**src/rtl/clock_nru_pkg.sv**
```systemverilog
package clock_nru_pkg;
  typedef enum logic { ST_IDLE, ST_SCAN } sweep_state_t;
  typedef enum logic { PASS_PLAIN, PASS_CLEAN } sweep_pass_t;
endpackage

```
**src/rtl/nru_frame_flags.sv**
```systemverilog
module nru_frame_flags #(
  parameter int N = 8
) (
  input  logic                       clk,
  input  logic                       rst_n,
  input  logic                       set_ref,
  input  logic [$clog2(N)-1:0]       ref_idx,
  input  logic                       set_dirty,
  input  logic [$clog2(N)-1:0]       wr_idx,
  input  logic                       clr_ref,
  input  logic [$clog2(N)-1:0]       clr_idx,
  output logic [N-1:0]               ref_bits,
  output logic [N-1:0]               dirty_bits
);
  localparam int W = $clog2(N);

  for (genvar f = 0; f < N; f++) begin : g_frame
    logic hit_ref, hit_clr, hit_wr;
    assign hit_ref = set_ref   && (ref_idx == W'(f));
    assign hit_clr = clr_ref   && (clr_idx == W'(f));
    assign hit_wr  = set_dirty && (wr_idx  == W'(f));

    always_ff @(posedge clk) begin
      if (!rst_n) begin
        ref_bits[f]   <= 1'b0;
        dirty_bits[f] <= 1'b0;
      end else begin
        // a fresh use outranks the sweep's clear
        if (hit_ref)      ref_bits[f] <= 1'b1;
        else if (hit_clr) ref_bits[f] <= 1'b0;
        if (hit_wr)       dirty_bits[f] <= 1'b1;
      end
    end
  end


  ref_set_chk: assert property (@(posedge clk) disable iff (!rst_n)
    set_ref |=> ref_bits[$past(ref_idx)]);

  dirty_set_chk: assert property (@(posedge clk) disable iff (!rst_n)
    set_dirty |=> dirty_bits[$past(wr_idx)]);

  ref_wins_chk: assert property (@(posedge clk) disable iff (!rst_n)
    (set_ref && clr_ref && ref_idx == clr_idx) |=> ref_bits[$past(clr_idx)]);
endmodule

```
**src/rtl/nru_sweep_ctrl.sv**
```systemverilog
module nru_sweep_ctrl
  import clock_nru_pkg::*;
#(
  parameter int N = 8
) (
  input  logic                   clk,
  input  logic                   rst_n,
  input  logic                   req_valid,
  output logic                   req_ready,
  input  logic                   clean_mode,
  input  logic [N-1:0]           ref_bits,
  input  logic [N-1:0]           dirty_bits,
  output logic                   clr_ref,
  output logic [$clog2(N)-1:0]   clr_idx,
  output logic                   busy,
  output logic                   done,
  output logic [$clog2(N)-1:0]   victim_idx,
  output logic                   victim_dirty
);
  localparam int W = $clog2(N);
  localparam logic [W-1:0] LAST = W'(N - 1);

  sweep_state_t st_q;
  sweep_pass_t  pass_q;
  logic [W-1:0] ptr_q, cnt_q, ptr_nxt;
  logic         scanning, cur_ref, cur_dirty, hit;

  always_comb begin
    scanning  = (st_q == ST_SCAN);
    cur_ref   = ref_bits[ptr_q];
    cur_dirty = dirty_bits[ptr_q];
    hit       = scanning && !cur_ref && (pass_q == PASS_PLAIN || !cur_dirty);
    ptr_nxt   = (ptr_q == LAST) ? '0 : ptr_q + 1'b1;
  end

  assign clr_ref   = scanning && cur_ref;
  assign clr_idx   = ptr_q;
  assign busy      = scanning;
  assign req_ready = (st_q == ST_IDLE);

  always_ff @(posedge clk) begin
    if (!rst_n) begin
      st_q         <= ST_IDLE;
      pass_q       <= PASS_PLAIN;
      ptr_q        <= '0;
      cnt_q        <= '0;
      done         <= 1'b0;
      victim_idx   <= '0;
      victim_dirty <= 1'b0;
    end else begin
      done <= 1'b0;
      case (st_q)
        ST_IDLE: if (req_valid) begin
          st_q   <= ST_SCAN;
          pass_q <= clean_mode ? PASS_CLEAN : PASS_PLAIN;
          cnt_q  <= '0;
        end
        default: begin
          ptr_q <= ptr_nxt;
          if (hit) begin
            done         <= 1'b1;
            victim_idx   <= ptr_q;
            victim_dirty <= cur_dirty;
            st_q         <= ST_IDLE;
          end else if (pass_q == PASS_CLEAN && cnt_q == LAST) begin
            pass_q <= PASS_PLAIN;
            cnt_q  <= '0;
          end else begin
            cnt_q <= cnt_q + 1'b1;
          end
        end
      endcase
    end
  end


  done_pulse_chk: assert property (@(posedge clk) disable iff (!rst_n)
    done |=> !done);

  start_needs_req_chk: assert property (@(posedge clk) disable iff (!rst_n)
    $rose(busy) |-> $past(req_valid));

  victim_unref_chk: assert property (@(posedge clk) disable iff (!rst_n)
    done |-> ($past(ref_bits) & (N'(1) << victim_idx)) == '0);

  clean_victim_chk: assert property (@(posedge clk) disable iff (!rst_n)
    (done && $past(pass_q) == PASS_CLEAN) |-> !victim_dirty);

  ptr_rest_chk: assert property (@(posedge clk) disable iff (!rst_n)
    done |-> ptr_q == ((victim_idx == LAST) ? '0 : victim_idx + 1'b1));
endmodule

```
**src/rtl/clock_victim_sel.sv**
```systemverilog
module clock_victim_sel #(
  parameter int N    = 8,
  parameter int IDXW = $clog2(N)
) (
  input  logic            clk,
  input  logic            rst_n,
  input  logic            req_valid,
  output logic            req_ready,
  input  logic            clean_mode,
  input  logic            ref_valid,
  input  logic [IDXW-1:0] ref_idx,
  input  logic            wr_valid,
  input  logic [IDXW-1:0] wr_idx,
  output logic            busy,
  output logic            done,
  output logic [IDXW-1:0] victim_idx,
  output logic            victim_dirty
);
  logic [N-1:0]    ref_bits, dirty_bits;
  logic            clr_ref;
  logic [IDXW-1:0] clr_idx;

  nru_frame_flags #(.N(N)) u_flags (
    .clk(clk), .rst_n(rst_n),
    .set_ref(ref_valid), .ref_idx(ref_idx),
    .set_dirty(wr_valid), .wr_idx(wr_idx),
    .clr_ref(clr_ref), .clr_idx(clr_idx),
    .ref_bits(ref_bits), .dirty_bits(dirty_bits)
  );

  nru_sweep_ctrl #(.N(N)) u_ctrl (
    .clk(clk), .rst_n(rst_n),
    .req_valid(req_valid), .req_ready(req_ready), .clean_mode(clean_mode),
    .ref_bits(ref_bits), .dirty_bits(dirty_bits),
    .clr_ref(clr_ref), .clr_idx(clr_idx),
    .busy(busy), .done(done),
    .victim_idx(victim_idx), .victim_dirty(victim_dirty)
  );


  no_start_busy_chk: assert property (@(posedge clk) disable iff (!rst_n)
    busy |-> !req_ready);
endmodule

```
**config.mk**
```make
export PLATFORM = sky130hd
export DESIGN_NAME = clock_victim_sel
export DESIGN_NICKNAME = d
export VERILOG_FILES = /design/src/rtl/clock_nru_pkg.sv /design/src/rtl/nru_frame_flags.sv /design/src/rtl/nru_sweep_ctrl.sv /design/src/rtl/clock_victim_sel.sv
export SDC_FILE = /design/constraint.sdc
export NUM_CORES = 1
export LEC_CHECK = 0
export BUFFER_PORTS_ARGS = -buffer_cell sky130_fd_sc_hd__buf_2
export CORE_MARGIN = 5
export CORE_UTILIZATION = 60
export CTS_BUF_LIST = sky130_fd_sc_hd__clkbuf_16
export DETAILED_ROUTE_END_ITERATION = 16
export PLACE_DENSITY = 0.81
export SYNTH_ARGS = -nofsm -noshare
export SYNTH_HDL_FRONTEND = slang
export SYNTH_HIERARCHICAL = 1
export SYNTH_SLANG_ARGS = --single-unit
```
**constraint.sdc**
```tcl
create_clock -name clk -period 4.06 [get_ports clk]
set_clock_uncertainty 0.15 [all_clocks]
set_input_delay 0.203 -clock clk [delete_from_list [all_inputs] [get_ports clk]]
set_output_delay 0.203 -clock clk [all_outputs]
set_load 0.05 [all_outputs]
```
Word level (Yosys, flattened, before mapping)
Cells that the tools add are included.
{"block": "totals", "reg_bits": 29, "ramBits": 0, "out_inout_bits": 7, "inputBits": 12, "word_cells": 133, "mem_bits_ro": 0, "mem_count": 0, "latchBits": 0}
{"block": "classes", "shift": 0, "n_eq_ne": 24, "muxes": 34, "addsub": 2, "magnitude_cmp": 1, "n_div": 0, "multipliers": 0, "bitwise": 2, "n_reduce_logical": 47}
{"cell": "3-bit == test (second input constant)", "count": 13}
{"cell": "1-bit logical AND", "count": 28}
{"cell": "1-bit two-way mux", "count": 27}
{"cell": "3-bit by 2-bit == test with 1-bit output (second input constant)", "count": 6}
{"cell": "2-bit nonzero test", "count": 9}
{"cell": "3-bit two-way mux", "count": 5}
{"cell": "3-bit by 1-bit == test with 1-bit output (second input constant)", "count": 3}
{"cell": "3-bit logical NOT", "count": 3}
{"cell": "3-bit by 1-bit adder with 3-bit output (second input constant)", "count": 2}
{"cell": "1-bit binary-select mux with 3-bit select", "count": 2}
{"cell": "2-bit AND reduction", "count": 3}
{"cell": "3-bit by 4-bit less-than comparator with 1-bit output (second input constant)", "count": 1}
{"cell": "2-bit != test (second input constant)", "count": 2}
{"cell": "3-bit AND reduction", "count": 1}
{"cell": "1-bit logical NOT", "count": 2}
{"cell": "1-bit inverter", "count": 2}
{"cell": "1-bit logical OR", "count": 1}

Longest topological paths before layout
Gate-level depths: netlist of the first run.
{"block": "logic_depth", "word_depth": 7, "mapped_depth": 6, "mapped_depth_nobuf": 5}

By module
The synthesis of the first run kept the hierarchy.
{"module": "nru_sweep_ctrl", "seq_area_each_um2": 260.2, "cells_per_inst": 76, "area_each_um2": 745.7, "instances": 1}
{"module": "nru_frame_flags", "seq_area_each_um2": 320.3, "cells_per_inst": 70, "area_each_um2": 699.4, "instances": 1}

Worst setup path after synthesis of the first run
OpenSTA, ideal clock, no wires.
{"block": "synth_path", "kind": "register to register", "from": "reg u_ctrl.ptr_q[0] (netlist: u_ctrl/clr_idx[0])", "to": "reg u_ctrl.st_q (netlist: u_ctrl/busy)", "period_less_slack_ns": 2.342, "arrival_time_ns": 2.077, "path_stages_with_launch": 7, "required_time_ns": 3.795, "setup_time_ns": 0.115, "path_slack_ns": 1.718, "cell_sequence": "dfxtp_1 > buf_6 > mux2_1 > mux4_2 > a221oi_4 > nor2_2 > and2_1"}
{"block": "synth_via", "elab_chain_len": 7}
{"element": "start, declared", "line": "nru_sweep_ctrl.sv:25", "source": "logic [W-1:0] ptr_q, cnt_q, ptr_nxt;"}
{"element": "start signal, assigned", "line": "nru_sweep_ctrl.sv:59", "source": "ptr_q <= ptr_nxt;"}
{"element": "1-bit binary-select mux with 3-bit select (on tied branches)", "line": "nru_sweep_ctrl.sv:30, nru_sweep_ctrl.sv:31"}
{"element": "1-bit two-way mux (on tied branches)", "line": "nru_sweep_ctrl.sv:30, nru_sweep_ctrl.sv:31"}
{"element": "1-bit logical NOT", "line": "nru_sweep_ctrl.sv:32", "source": "hit = scanning && !cur_ref && (pass_q == PASS_PLAIN || !cur_dirty);"}
{"element": "1-bit logical AND / 1-bit logical OR (equally long branches)", "line": "nru_sweep_ctrl.sv:32"}
{"element": "1-bit logical AND (*)", "line": "nru_sweep_ctrl.sv:32"}
{"element": "1-bit two-way mux (*)", "line": "nru_sweep_ctrl.sv:60", "source": "if (hit) begin"}
{"element": "1-bit two-way mux (*)", "line": "nru_sweep_ctrl.sv:52", "source": "case (st_q)"}
{"element": "end signal, assigned", "line": "nru_sweep_ctrl.sv:43", "source": "st_q <= ST_IDLE;"}
{"element": "end signal, assigned", "line": "nru_sweep_ctrl.sv:54", "source": "st_q <= ST_SCAN;"}
{"element": "end signal, assigned", "line": "nru_sweep_ctrl.sv:64", "source": "st_q <= ST_IDLE;"}
{"element": "end, declared", "line": "nru_sweep_ctrl.sv:23", "source": "sweep_state_t st_q;"}
Every way passes the cells marked *; elsewhere a longest branch is shown, timed or not. The select of a mux whose other input is x is not followed.
A chain may end at the register's enable or synchronous reset.

Worst setup path after layout of the first run
Ends and elaborated chain as after synthesis.

==> impl_metrics.csv, run 1 <==
group,metric,value,unit
detailed_routing,ant_nets,0,
critical_path,cp_max_fo,20,
critical_path,crit_type,"reg -> reg",
synthesis,synthMuxAreaShare,0.1307,
pwr,clkPwrFrac,0.449,
die,core_region_area,2255,um^2
global_route,grt_max_degree,30,
clocking,cts_buffers,5,
finish,multiInputGateArea,812.0,um^2
synthesis,ys_seq_area_frac,0.4017,
synthesis,syn_area_per_cell,9.898,um^2
pwr,pwr_density_cell,432.9,nW/um^2
synthesis,yosys_warnings,6,
sta,hold_viol,0,
synthesis,synth_compound_area_frac,0.1299,
critical_path,crit_end,"u_ctrl/busy",
detailed_routing,vias,1186,
sta,finalCritPeriodShare,0.6502,
detailed_routing,wirelength,2971,um
synthesis,synth_ff_type,"dfxtp_1",
finish,drive_above_1_share,0.1677,
pwr,ir_drop,0.0003885,V
finish,syn2layout_area_growth,16.28,%
critical_path,reg2reg_depth,5,
synthesis,synth_nets,162,
sta,fin_crit,2.640,ns
sta,tns,0,ns
sta,fmax,378.8,MHz
global_route,grt_pass1_wl,4878,um
die,chipHeight,59.08,um
synthesis,synth-simple-area-share,0.2667,
sta,setup_viol_count_final,0,
sta,rsz0062_at_grt,"false",
synthesis,synthDistinctLibCells,37,
synthesis,synth_top_family_by_area,"simple AND/OR/NAND/NOR gates",
critical_path,timing.rr.end,"u_ctrl/busy",
critical_path,cp_data_required_time,4.07,ns
synthesis,synth_edf_count,0,
detailed_routing,highest_layer,"met4",
outcome,status,"completed",
finish,final_nets,183,
detailed_routing,met2_length,1407,um
detailed_routing,wl_met3,148,um
global_route,track_usage,0.1872,
pwr,sw_frac_of_total,0.2433,
pwr,p_sw,177.0,uW
pwr,total_leakage_power,0.6772,nW
synthesis,synthArstFlopShare,0,
global_route,grt_overflow_total,0,
die,ios,19,
finish,fill_cells,157,
synthesis,yosys.area_share.adder,0.03463,
critical_path,start_kind,"flip-flop",
clocking,cts.repair.resized,0,
die,start_util,0.6410,
synthesis,synth.cell_area,1445,um^2
pwr,internal-power,550.5,uW
detailed_routing,via_per_inst,6.082,
place,dpl.hpwl,2111,um
finish,regArea,580.6,um^2
finish,postLayoutCellArea,1680,um^2
min_path,hold_path_class,"in -> reg",
clocking,holdBufCountCts,0,
critical_path,r2r_start,"u_ctrl/clr_idx[0]",
pwr,seq_power_share,0.431,
synthesis,synth-seq-cells,29,
clocking,clkLatencyLatePin,0.27,ns
place,gp_congestion,0.7727,
global_route,antenna_found_initial,0,
place,dpl_cell_area,1548,um^2
sta,tightestPinTransition,0.6917,ns
clocking,h-tree-depth,2,
critical_path,critical_path_arrival,2.65,ns
detailed_routing,wl_per_cell,15.24,um
clocking,cts_sinks,29,
pwr,combPwrFrac,0.120,
detailed_routing,drc,0,
die,fp.dieW,59.08,um
critical_path,r2r_slack,1.42,ns
finish,antenna_cells,0,
synthesis,postSynthCellCount,146,
place,io_buffer_count,18,
clocking,root_buffer,"clkbuf_16",
critical_path,critPathLaunch,"u_ctrl/clr_idx[0]",
clocking,cts_tree,"done",
pwr,power,727.5,uW
die,rows,17,
sta,slew_headroom,0.5382,
detailed_routing,wl_met1,1327,um
flow_run,maxCapViolations,0,
critical_path,crit_path_end_kind,"flip-flop",
die,die-area,3490,um^2
clocking,cts_setup_buffers,0,
synthesis,synth-xor-area-share,0,
detailed_routing,drt_pass1_iterations,4,
sta,maxSlewViolCount,0,
clocking,path_clk_slew,0.05,ns
detailed_routing,drt-initial-drc-count,43,
clocking,cts_buffer_depth,2,
global_route,first_global_vias,1092,
==> registers in the layout, indices dropped and copies added, names as in the netlist <==
register / count
u_ctrl/busy: 1
u_ctrl/pass_q: 1
u_ctrl/cnt_q: 3
u_flags/ref_bits: 8
u_ctrl/victim_idx: 3
u_ctrl/done: 1
u_ctrl/clr_idx: 3
u_flags/dirty_bits: 8
u_ctrl/victim_dirty: 1
==> through the flow <==
step | std cells | setup slack, ns | hold slack (ns) | utilization
detailed placement | 188 | 1.422 | 0.2989 | 0.6865
floorplan | 146 | 1.718 | 0.1886 | -
global placement | 188 | 1.511 | 0.2858 | 0.6865
finish | 195 | 1.420 | 0.06067 | 0.7453
CTS | 195 | 1.415 | 0.05791 | 0.7453
global route | 195 | 1.229 | 0.08538 | 0.7453
==> cell families after synthesis <==
family	after synthesis
buffers and inverters	12
AOI/OAI and AO/OA	26
DFF	29
adders and majority gates	4
muxes	17
and+or+nand+nor	58
==> synthesized netlist by cell type (2+ instances only) <==
| cell | n | area share |
|---|---|---|
| dfxtp_1 | 29 | 0.40 |
| nor2_1 | 4 | 0.010 |
| o21a_1 | 4 | 0.021 |
| clkbuf_1 | 2 | 0.0052 |
| a22oi_1 | 2 | 0.010 |
| mux2i_1 | 11 | 0.076 |
| and2_1 | 2 | 0.0087 |
| o22ai_1 | 9 | 0.039 |
| ha_1 | 4 | 0.035 |
| nand4b_1 | 6 | 0.036 |
| nor2b_1 | 7 | 0.030 |
| nor4b_1 | 2 | 0.012 |
| mux2_1 | 4 | 0.031 |
| and4b_1 | 3 | 0.021 |
| nand3_1 | 2 | 0.0069 |
| nand4bb_1 | 3 | 0.023 |
| nand2_1 | 16 | 0.042 |
| nor4bb_1 | 6 | 0.042 |
| inv_1 | 6 | 0.016 |
| a21oi_1 | 7 | 0.024 |
==> per-layer routing <==
metal	vias up	track usage
li1	592	-
met3	9	0.06100
met2	33	0.3076
met4	0	0.08738
met5	-	0
met1	552	0.2194
==> how the worst min path moves through the flow <==
| stage | startpoint | end | slack, ns | cells after the start |
|---|---|---|---|---|
| final | clean_mode | u_ctrl/pass_q | 0.06 | 3 |
| after global routing | clean_mode | u_ctrl/pass_q | 0.09 | 3 |
| after CTS | clean_mode | u_ctrl/pass_q | 0.06 | 3 |
| after detailed placement | u_flags/dirty_bits[3] | u_flags/dirty_bits[3] | 0.30 | 2 |
| after global placement | u_flags/dirty_bits[5] | u_flags/dirty_bits[5] | 0.29 | 2 |
| after floorplan | rst_n | u_ctrl/victim_idx[2] | 0.19 | 2 |
==> power by group through the flow <==
stage | combinational (mW) | sequential (mW) | clock, mW
finish | 0.0871 | 0.314 | 0.327
global route | 0.0946 | 0.316 | 0.347
CTS | 0.0869 | 0.314 | 0.330
detailed placement | 0.0864 | 0.319 | 0
global placement | 0.0834 | 0.318 | 0
floorplan | 0.0557 | 0.324 | 0
==> worst max-delay path, stage by stage (launching register included) <==
cell	delay [ns]
dfxtp_1	0.76
mux2_2	0.41
mux4_2	0.50
a221oi_4	0.40
nor2_2	0.13
and2_1	0.18
==> layout make-up <==
cell class | instances | area share
clock buffers | 5 | 0.07446
inverters | 8 | 0.01787
flip-flops and latches | 29 | 0.3455
multi-input cells | 105 | 0.4832
well taps | 28 | 0.02085
clock inverters | 2 | 0.004468
repair buffers | 18 | 0.05361
==> placed cells by master, fill, tap and decap left out, drive strengths merged, types with 4 or more instances in the layout <==
master	instances
nand2	16
mux2	5
o22ai	9
nand4b	6
clkbuf	5
buf	18
mux2i	11
nor2	5
ha	4
inv	8
nor2b	7
o21a	4
dfxtp	29
nor4bb	6
a21oi	7
No activity file was read; power rests on OpenSTA's default activity.
==> run 2, diff against run 1 <==
Settings changed: CORE_UTILIZATION 60 to 50, PLACE_DENSITY 0.81 to 0.72.
Clock period 4.06 ns to 2.4 ns, I/O delays scaled along.
==> impl_metrics.csv, run 2 (same netlist as run 1, synthesis figures left out) <==
group,metric,value,unit
detailed_routing,via_per_inst,5.995,
place,dp_slack,0.1149,ns
die,core_region_area,2758,um^2
clocking,cts_setup_buffers,0,
detailed_routing,wl_per_cell,15.80,um
clocking,h-tree-depth,2,
place,io_buffer_count,18,
finish,antenna_cells,0,
global_route,track_usage,0.1767,
sta,setup_viol_count_final,0,
finish,syn2layout_area_growth,19.39,%
critical_path,worst-path-buf-inv,0,
finish,final_cell_mix,"dfxtp_1, buf_2, nand2_1",
finish,reg_top3,"u_flags/dirty_bits (8), u_flags/ref_bits (8)",
pwr,total_leakage_power,0.6942,nW
die,fp.dieW,63.76,um
global_route,grt_overflow_total,0,
critical_path,crit_slowest_cell,"mux4_2",
critical_path,crit_type,"reg -> reg",
critical_path,critPathMaxStageDelay,0.53,ns
detailed_routing,ant_nets,0,
critical_path,start_kind,"flip-flop",
sta,finalCritPeriodShare,0.9517,
detailed_routing,vias,1205,
clocking,path_clk_slew,0.04,ns
finish,postLayoutCoreUtil,0.6257,
clocking,cts_sinks,29,
critical_path,crit_chain,"mux2_1, mux4_2, a221oi_4, nor2_2, and2_1",
sta,fin_crit,2.284,ns
clocking,clkLatencyLatePin,0.27,ns
flow_run,maxCapViolations,0,
detailed_routing,drc,0,
pwr,pwr_density_cell,718.1,nW/um^2
global_route,first_global_vias,1223,
die,rows,19,
sta,slew_headroom,0.6645,
die,chipHeight,63.76,um
clocking,cts_tree,"done",
finish,layout_commonest_cell,"dfxtp_1",
sta,tightestPinTransition,0.5026,ns
finish,final_nets,187,
detailed_routing,drt-initial-drc-count,37,
clocking,cts_buffers,5,
global_route,grt_pass1_wl,5664,um
die,die-area,4065,um^2
sta,maxSlewViolCount,0,
min_path,hold_path_class,"in -> reg",
place,dpl.hpwl,2294,um
critical_path,cp_max_fo,5,
die,ios,19,
critical_path,path_delay_family,"multiplexers",
sta,tns,0,ns
outcome,status,"completed",
sta,fmax,437.8,MHz
critical_path,cp_data_required_time,2.41,ns
clocking,root_buffer,"clkbuf_16",
detailed_routing,drt_pass1_iterations,4,
sta,hold_viol,0,
sta,rsz0062_at_grt,"false",
critical_path,crit_path_end_kind,"flip-flop",
die,start_util,0.5240,
detailed_routing,wirelength,3176,um
sta,fin_ws,0.1160,ns
global_route,grt_max_degree,19,
global_route,antenna_found_initial,0,
pwr,ir_drop,0.0006962,V
clocking,cts_buffer_depth,2,
critical_path,critical_path_arrival,2.30,ns
place,gp_congestion,0.7898,
finish,drive_above_1_share,0.2000,
==> run 2: what timing repair did <==
item / 4_1_cts / 5_1_grt
hold buffers: 1 / 0
endpoints found under the hold margin: 1 / 0
endpoints found under the setup margin: 0 / 3
resized for setup: 0 / 2
==> run 2: layer usage <==
| layer | track usage | vias to the layer above | routed length (um) |
|---|---|---|---|
| li1 | - | 598 | - |
| met1 | 0.2076 | 567 | 1429 |
| met2 | 0.2843 | 34 | 1540 |
| met3 | 0.07180 | 6 | 173 |
| met4 | 0.07532 | 0 | 33 |
| met5 | 0 | - | 0 |
==> run 2: power breakdown <==
| group | internal, mW | leakage [nW] | switching (mW) |
|---|---|---|---|
| registers | 0.504 | 0.236 | 0.0198 |
| logic | 0.0651 | 0.393 | 0.0998 |
| clock network | 0.367 | 0.0655 | 0.183 |
| total | 0.936 | 0.694 | 0.303 |
==> run 2: cell type report <==
cell class / instances / area, um^2
multi-input cells: 105 / 823.3
repair buffers: 22 / 122.6
inverters: 8 / 30.03
well taps: 31 / 38.79
clock inverters: 1 / 5.005
flip-flops and latches: 29 / 580.6
clock buffers: 5 / 125.1
fillers: 252 / 1032
==> run 2: path summary, 6_finish.rpt <==
check	start	endpoint	slack [ns]	cells past startpoint
min reg2reg	u_ctrl/cnt_q[1]	u_ctrl/cnt_q[1]	0.31	2
min	req_valid	u_ctrl/pass_q	0.02	3
max	u_ctrl/clr_idx[0]	u_ctrl/busy	0.12	5
max reg2reg	u_ctrl/clr_idx[0]	u_ctrl/busy	0.12	5
==> run 2: worst reg2reg max path, delay by kind of cell (launching register included) <==
family / cells / cell delay, ns
mux: 2 / 0.88
flops: 1 / 0.43
compound gates: 1 / 0.41
simple gates: 2 / 0.32
==> run 2: through the flow <==
step / hold slack, ns / total power [mW] / std cells / instance area, um^2
floorplan: 0.1056 / 0.6427 / 146 / 1445
global placement: 0.2403 / 0.6869 / 194 / 1574
CTS: 0.008576 / 1.255 / 201 / 1714
global route: 0.01849 / 1.304 / 201 / 1725
finish: 0.02235 / 1.239 / 201 / 1725
detailed placement: 0.2529 / 0.6942 / 194 / 1574
==> run 3, diff against run 2 <==
Settings changed: CORE_UTILIZATION 50 to 51, MAX_ROUTING_LAYER set to met4, PLACE_DENSITY 0.72 to 0.74, SYNTH_HIERARCHICAL 1 to not set.
==> impl_metrics.csv, run 3 <==
group,metric,value,unit
outcome,status,"completed",
global_route,grt_pass1_wl,5257,um
pwr,pwr_density_cell,806.1,nW/um^2
pwr,power,1.410,mW
global_route,track_usage,0.1729,
flow_run,maxCapViolations,0,
clocking,root_buffer,"clkbuf_16",
detailed_routing,vias,1190,
pwr,total_leakage_power,0.7527,nW
detailed_routing,ant_nets,0,
sta,tns,0,ns
critical_path,cp_max_fo,6,
global_route,grt_overflow_total,0,
sta,fmax,465.9,MHz
die,ios,19,
synthesis,synth_ff_type,"dfxtp_1",
clocking,path_clk_slew,0.05,ns
die,core_region_area,2758,um^2
finish,drive_above_1_share,0.2043,
place,dp_slack,0.2656,ns
detailed_routing,wl_per_cell,13.99,um
sta,slew_headroom,0.6677,
detailed_routing,drc,0,
die,fp.dieW,63.56,um
synthesis,synth-xor-area-share,0,
clocking,cts.repair.resized,0,
synthesis,yosys.area_share.adder,0.06843,
critical_path,crit_type,"reg -> reg",
finish,final_cell_mix,"nor2_1, dfxtp_1, buf_2",
clocking,h-tree-depth,2,
critical_path,critical_path_arrival,2.19,ns
detailed_routing,drt-initial-drc-count,24,
synthesis,synth-simple-area-share,0.2019,
detailed_routing,via_per_inst,5.484,
clocking,cts_sinks,29,
clocking,cts_setup_buffers,0,
synthesis,synthTopCellsByCount,"dfxtp_1, nor2_1, inv_1",
place,dpl.hpwl,2238,um
min_path,hold_path_class,"in -> reg",
finish,syn2layout_area_growth,19.59,%
finish,reg_top3,"u_flags.dirty_bits (8), u_flags.ref_bits (8)",
sta,setup_viol_count_final,0,
sta,finalCritPeriodShare,0.8943,
place,dp.cells,209,
global_route,grt_max_degree,19,
synthesis,synth-seq-cells,29,
clocking,holdBufCountCts,0,
synthesis,ys_seq_area_frac,0.3969,
clocking,clkLatencyLatePin,0.27,ns
critical_path,crit_path_end_kind,"flip-flop",
finish,stdcell_count,217,
sta,fin_ws,0.2536,ns
critical_path,cp_data_required_time,2.45,ns
synthesis,ys_top_cells_by_area,"dfxtp_1, mux2i_1, nor2_1, ha_1, o21a_1",
clocking,cts_tree,"done",
synthesis,synthArstFlopShare,0,
synthesis,synth_compound_area_frac,0.1719,
global_route,first_global_vias,1146,
synthesis,yosys_warnings,0,
critical_path,start_kind,"flip-flop",
synthesis,synthMuxAreaShare,0.1061,
synthesis,synthDistinctLibCells,36,
synthesis,synth_nets,183,
place,io_buffer_count,18,
die,die-area,4039,um^2
synthesis,synth_top_family_by_area,"simple AND/OR/NAND/NOR gates",
sta,fin_crit,2.146,ns
clocking,cts_buffer_depth,2,
die,start_util,0.5304,
global_route,antenna_found_initial,0,
sta,tightestPinTransition,0.4958,ns
detailed_routing,drt_pass1_iterations,4,
die,rows,19,
place,gp_congestion,0.8420,
synthesis,syn_area_per_cell,8.973,um^2
pwr,ir_drop,0.0007951,V
finish,final_nets,205,
sta,maxSlewViolCount,0,
synthesis,postSynthCellCount,163,
synthesis,synth_top_area_share,0.3969,
sta,rsz0062_at_grt,"false",
synthesis,yosysTopAreaCell,"dfxtp_1",
synthesis,synth_edf_count,0,
synthesis,synth.cell_area,1463,um^2
sta,hold_viol,0,
clocking,cts_buffers,5,
die,chipHeight,63.56,um
detailed_routing,wirelength,3036,um
finish,antenna_cells,0,
==> run 3: changes by cell type in the layout (fill, tap and decap cells not counted), moves of 6 or more <==
cell,change
o22ai_1,-9
inv_1,+7
nor4bb_1,-6
nand4b_1,-6
nor2_1,+25
==> run 3: power breakdown <==
| group | internal, mW | switching (mW) | total (mW) |
|---|---|---|---|
| clock | 0.480 | 0.205 | 0.685 |
| sequential | 0.506 | 0.0191 | 0.525 |
| combinational | 0.0782 | 0.122 | 0.200 |
==> run 3: path summary, 6_finish.rpt <==
path | end | slack (ns) | cells after the start | start
worst min register to register | u_flags.dirty_bits[3] | 0.31 | 1 | u_flags.dirty_bits[3]
worst max register to register | u_ctrl.cnt_q[2] | 0.25 | 6 | u_ctrl.clr_idx[0]
worst min-delay path | u_flags.dirty_bits[0] | 0.04 | 4 | wr_idx[1]
worst max-delay path | u_ctrl.cnt_q[2] | 0.25 | 6 | u_ctrl.clr_idx[0]
==> run 3: critical path, stage by stage (launching register included) <==
cell	delay (ns)
dfxtp_1	0.41
buf_4	0.18
mux2i_1	0.09
mux4_2	0.53
o221ai_4	0.30
o21a_4	0.21
mux2i_1	0.19
==> run 3: cell type report <==
class,instances,area (um^2)
fillers,226,1008
multi-input cells,115,802.0
flip-flops and latches,29,580.6
clock buffers,5,125.1
repair buffers,22,120.1
inverters,12,45.04
well taps,31,38.79
clock inverters,3,37.54
==> run 3: logic make-up after synthesis <==
family / Yosys count
AO/OA/AOI/OAI: 31
adder cells (fa/ha/maj): 8
buffers and inverters: 19
flip-flops: 29
multiplexers: 14
AND/OR/NAND/NOR: 62
==> run 3: per-layer routing <==
layer | global-route usage | up-vias | wire, um
met5 | - | - | 0
met1 | 0.1972 | 553 | 1378
li1 | - | 609 | -
met3 | 0.06750 | 4 | 160
met2 | 0.2703 | 24 | 1457
met4 | 0.07013 | 0 | 40
==> run 3: per-stage QoR <==
step	utilization	hold WS (ns)	area, um^2
2_1_floorplan	-	0.1175	1463
3_3_place_gp	0.5753	0.2994	1587
3_5_place_dp	0.5753	0.3050	1587
4_1_cts	0.6343	0.03248	1749
5_1_grt	0.6343	0.07600	1749
6_report	0.6343	0.03514	1749
